$ cat src/rtl/xbus_strobe_gen.sv
`timescale 1ns/1ps
module xbus_strobe_gen #(
  parameter int DW  = 8,
  parameter int CYC = 12
) (
  input  logic                  clk,
  input  logic                  rst,
  input  logic [$clog2(CYC)-1:0] phase,
  input  logic                  xreq,
  input  logic                  xwrite,
  input  logic                  xwide,
  input  logic [2*DW-1:0]       pc,
  input  logic [2*DW-1:0]       dptr,
  input  logic [DW-1:0]         addr8,
  input  logic [DW-1:0]         p2_reg,
  input  logic [DW-1:0]         wdata,
  output logic                  ale,
  output logic                  psen_n,
  output logic                  rd_n,
  output logic                  wr_n,
  output logic [DW-1:0]         p0_out,
  output logic                  p0_oe,
  output logic [DW-1:0]         p2_out
);
  localparam int AW = 2 * DW;
  localparam int PW = $clog2(CYC);
  localparam logic [PW-1:0] HALF    = PW'(CYC / 2);
  localparam logic [PW-1:0] LAST    = PW'(CYC / 2 - 1);
  localparam logic [PW-1:0] LIMIT   = PW'(CYC);
  localparam logic [PW-1:0] S_LATCH = PW'(2);
  localparam logic [PW-1:0] S_ADDR  = PW'(3);
  localparam logic [PW-1:0] S_STRB  = PW'(3);
  localparam logic [PW-1:0] S_HOLD  = PW'(4);

  logic          xact;
  logic          x_wr;
  logic          x_wide;
  logic [AW-1:0] x_addr;
  logic [DW-1:0] x_wdat;

  always_ff @(posedge clk) begin
    if (rst) begin
      xact   <= 1'b0;
      x_wr   <= 1'b0;
      x_wide <= 1'b0;
      x_addr <= '0;
      x_wdat <= '0;
    end else if (phase == LAST) begin
      if (xact) begin
        xact <= 1'b0;
      end else if (xreq) begin
        xact   <= 1'b1;
        x_wr   <= xwrite;
        x_wide <= xwide;
        x_addr <= xwide ? dptr : {{DW{1'b0}}, addr8};
        x_wdat <= wdata;
      end
    end
  end

  logic          valid, upper, lead, tail;
  logic [PW-1:0] sub;
  logic          strobe, addr_ph, wdat_ph;

  assign valid = !rst && (phase < LIMIT);
  assign upper = phase >= HALF;
  assign sub   = upper ? phase - HALF : phase;
  assign lead  = xact && upper;
  assign tail  = xact && !upper;

  assign strobe  = valid && ((lead && sub >= S_STRB) || (tail && sub <= S_STRB));
  assign addr_ph = valid && (sub < S_ADDR) && !tail;
  assign wdat_ph = valid && x_wr && ((lead && sub >= S_STRB) || (tail && sub <= S_HOLD));

  assign ale    = valid && (sub < S_LATCH) && !tail;
  assign psen_n = !(valid && (sub >= S_STRB) && !xact);
  assign rd_n   = !(strobe && !x_wr);
  assign wr_n   = !(strobe && x_wr);
  assign p0_oe  = addr_ph || wdat_ph;

  assign p0_out = addr_ph ? (lead ? x_addr[DW-1:0] : pc[DW-1:0]) :
                  wdat_ph ? x_wdat : {DW{1'b1}};

  assign p2_out = rst    ? {DW{1'b1}} :
                  !xact  ? pc[AW-1:DW] :
                  x_wide ? x_addr[AW-1:DW] : p2_reg;
endmodule

$ cat config.mk
export PLATFORM = sky130hd
export DESIGN_NAME = xbus_strobe_gen
export DESIGN_NICKNAME = d
export VERILOG_FILES = /design/src/rtl/xbus_strobe_gen.sv
export SDC_FILE = /design/constraint.sdc
export NUM_CORES = 1
export LEC_CHECK = 0
export ABC_AREA = 1
export CORE_MARGIN = 2
export CORE_UTILIZATION = 36
export CTS_CLUSTER_DIAMETER = 50
export DETAILED_ROUTE_END_ITERATION = 12
export HOLD_SLACK_MARGIN = 0.1
export PLACE_DENSITY = 0.84
export SYNTH_ARGS = -nofsm -noshare
export SYNTH_HDL_FRONTEND = slang
export SYNTH_SLANG_ARGS = --single-unit
$ cat constraint.sdc
create_clock -name clk -period 2 [get_ports clk]
set_clock_uncertainty 0.1 [all_clocks]
set_input_delay 0.5 -clock clk [delete_from_list [all_inputs] [get_ports clk]]
set_output_delay 0.5 -clock clk [all_outputs]
set_load 0.005 [all_outputs]
==> results.py <==
metrics = {
    "cells_and_area": {
        "area_delta_synth_final_pct": 77.2,
        "n_antenna_cell": 0,
        "final_util": 0.657,
        "drive_gt1_frac": 0.322,
        "layout.nets": 433,
    },
    "logic_synthesis": {
        "synth_warnings": 0,
        "synthesis.area_um2": 1730,
        "synth_area_leader_cell": "dfxtp_1",
        "avgSynthCellArea_um2": 6.77,
        "synth_top_flop_cell": "dfxtp_1",
        "yosysUniqueCellTypes": 27,
        "synth.area.top_cells": "dfxtp_1 31%, nand2_1 13%, a21oi_1 10%",
        "ys_seq_area_frac": 0.313,
        "synth.most_common_cell": "nand2_1",
        "syn_nets": 321,
        "synth_edf_count": 0,
        "synth_common_cells": "62 x nand2_1, 36 x a21oi_1, 27 x dfxtp_1",
        "synthArstFlopShare": 0,
        "netlist_instances": 255,
        "ys_seq_elements": 27,
        "synth_top_area_share": 0.313,
    },
    "setup_path": {
        "critPathSlowestCell": "buf_4",
        "crit_top_cell": "nand2_4",
        "required_ns": 1.40,
        "critPathMaxFanout": 5,
        "slowest_delay_ns": 0.20,
        "critPathLaunchType": "primary input",
        "critPathCaptureType": "primary output",
        "crit_buf_inv": 5,
        "worstSetupPathType": "primary input to primary output",
        "arrival_ns": 1.90,
        "crit_chain": "buf_8, ha_4, nand2_4, nand4_1, buf_4, nor2_4, nand3_2, nand2_4, inv_4, nand2_4, buf_6, nand2_2, buf_6",
        "cp_top_family": "simple AND/OR/NAND/NOR gates",
    },
    "grt": {
        "antenna_found_initial": 0,
        "grt_use_total": 0.228,
        "grt_max_degree": 30,
        "overflow": 0,
        "grt_first_pass_wirelength_mm": 9.59,
        "grt_pass1_vias": 2034,
    },
    "pwr": {
        "vdd_ir_drop_max_mv": 0.333,
        "p_leak_nw": 1.29,
        "power.total_mw": 1.28,
        "p_seq_frac": 0.428,
        "clkPwrFrac": 0.241,
        "p_per_area_nw_per_um2": 419,
        "p_sw_mw": 0.349,
        "p_comb_frac": 0.331,
        "intPower_mw": 0.934,
        "power_switching_share": 0.272,
    },
    "clocking": {
        "clk_latency_ns": 0.27,
        "cts_tree": "built",
        "clock_sinks": 27,
        "cts_buffers": 3,
        "cts_max_level": 1,
        "cts-root-buf": "clkbuf_8",
        "clk_path_buf_depth": 2,
        "clk_pin_slew_worst_paths_ns": 0.09,
    },
    "floorplanning": {
        "placementRows": 25,
        "fp.dieW_um": 73.3,
        "initial_core_util": 0.370,
        "dieArea_um2": 5370,
        "core_um2": 4660,
        "fp.dieH_um": 73.3,
        "io_pins": 86,
    },
    "job": {
        "drv_cap": 0,
    },
    "timing": {
        "setup_tns_ns": -5.02,
        "slew-limit-headroom": 0.779,
        "drv_slew": 0,
        "hold_violations": 0,
        "timing.fmax_mhz": 400,
        "tightest_slew_ns": 0.331,
        "rsz0062_at_grt": "yes",
        "final.setup.worst_slack_ns": -0.501,
        "setup_viol": 13,
        "post-route-period-util": 1.25,
        "fin_crit_ns": 2.50,
    },
    "drt": {
        "vias_per_cell": 5.09,
        "routed_wirelength_mm": 6.13,
        "ant_nets": 0,
        "drt_iter0_markers": 92,
        "routedWlPerCell_um": 14.6,
        "firstDrtPassIters": 7,
        "route.detailed.drc": 0,
        "dr_total_vias": 2138,
    },
    "outcome": {
        "violations": "setup timing",
        "status": "complete, but fails checks",
    },
    "placement": {
        "gp_congestion": 0.879,
        "port_buffers": 85,
        "dp_hpwl_mm": 3.96,
        "place_ws_ns": -1.20,
    },
    "worst_hold_path": {
        "hp-class": "flip-flop to flip-flop",
    },
}
[state kept, by name (all words and copies together), names as in the netlist]
register and flops:
x_wdat 8, x_wr 1, x_addr 16, x_wide 1, xact 1
[final timing paths]
| path | start | to | slack [ns] | cells after the start |
|---|---|---|---|---|
| max | phase[2] | p0_out[1] | -0.50 | 13 |
| min | x_addr[10] | x_addr[10] | 0.37 | 2 |
| max reg2reg | xact | x_wr | 0.45 | 6 |
| min reg2reg | x_addr[10] | x_addr[10] | 0.37 | 2 |
[power by group through the flow]
stage | clock [mW] | sequential [mW] | combinational (mW)
global placement | 0 | 0.562 | 0.359
CTS | 0.315 | 0.550 | 0.405
global route | 0.335 | 0.550 | 0.456
detailed placement | 0 | 0.563 | 0.364
finish | 0.309 | 0.549 | 0.424
floorplan | 0 | 0.561 | 0.139
[per-stage QoR]
stage / hold WS [ns] / instance area, um^2 / cells
after floorplan: 0.345 / 1740 / 255
after detailed placement: 0.359 / 2760 / 401
after global placement: 0.356 / 2760 / 401
after CTS: 0.373 / 3030 / 417
after global routing: 0.399 / 3060 / 420
final: 0.372 / 3060 / 420
[cell usage in the layout (no fill, tap or decap), types with 11 or more instances in the layout]
master / netlist / routed
buf_2: 7 / 11
buf_4: 3 / 26
nand2_1: 62 / 53
o21ai_0: 24 / 15
dfxtp_1: 27 / 26
a21oi_1: 36 / 33
nor2_1: 14 / 11
inv_1: 14 / 14
clkdlybuf4s50_1: 0 / 59
[layout make-up]
cell class / count / area [um^2]
fill: 389 / 1600
tap: 54 / 67.6
timing repair buffer: 121 / 1130
clock buffer: 4 / 45.0
sequential: 27 / 544
inverter: 23 / 108
multi-input combinational: 191 / 1160
[worst min-delay path, cell delays in order, from the launching register on]
cell and delay (ns):
dfxtp_1 0.32, nand2_1 0.06, a21oi_1 0.05
[cell families after synthesis]
family                   count (synthesis)  share of synthesized area
flip-flops                              27                      0.313
buffers and inverters                   38                      0.102
AO/OA/AOI/OAI                           78                      0.262
AND/OR/NAND/NOR                        103                      0.270
multiplexers                             8                     0.0464
adder cells (fa/ha/maj)                  1                    0.00725
[repair_timing]
| item | in CTS | in global routing |
|---|---|---|
| pin swaps | 19 | 13 |
| resized for setup | 133 | 27 |
| hold buffers | 0 | 0 |
| setup endpoints to repair | 22 | 21 |
| gates cloned | 2 | 0 |
| setup buffers | 11 | 4 |
[layer usage]
layer,up-vias,part of all wire,global-route usage
li1,1067,-,-
met1,989,0.42,0.285
met4,0,0.023,0.0617
met2,68,0.53,0.413
met3,14,0.036,0.0233
met5,-,0,0
No activity file was read; power rests on OpenSTA's default activity.
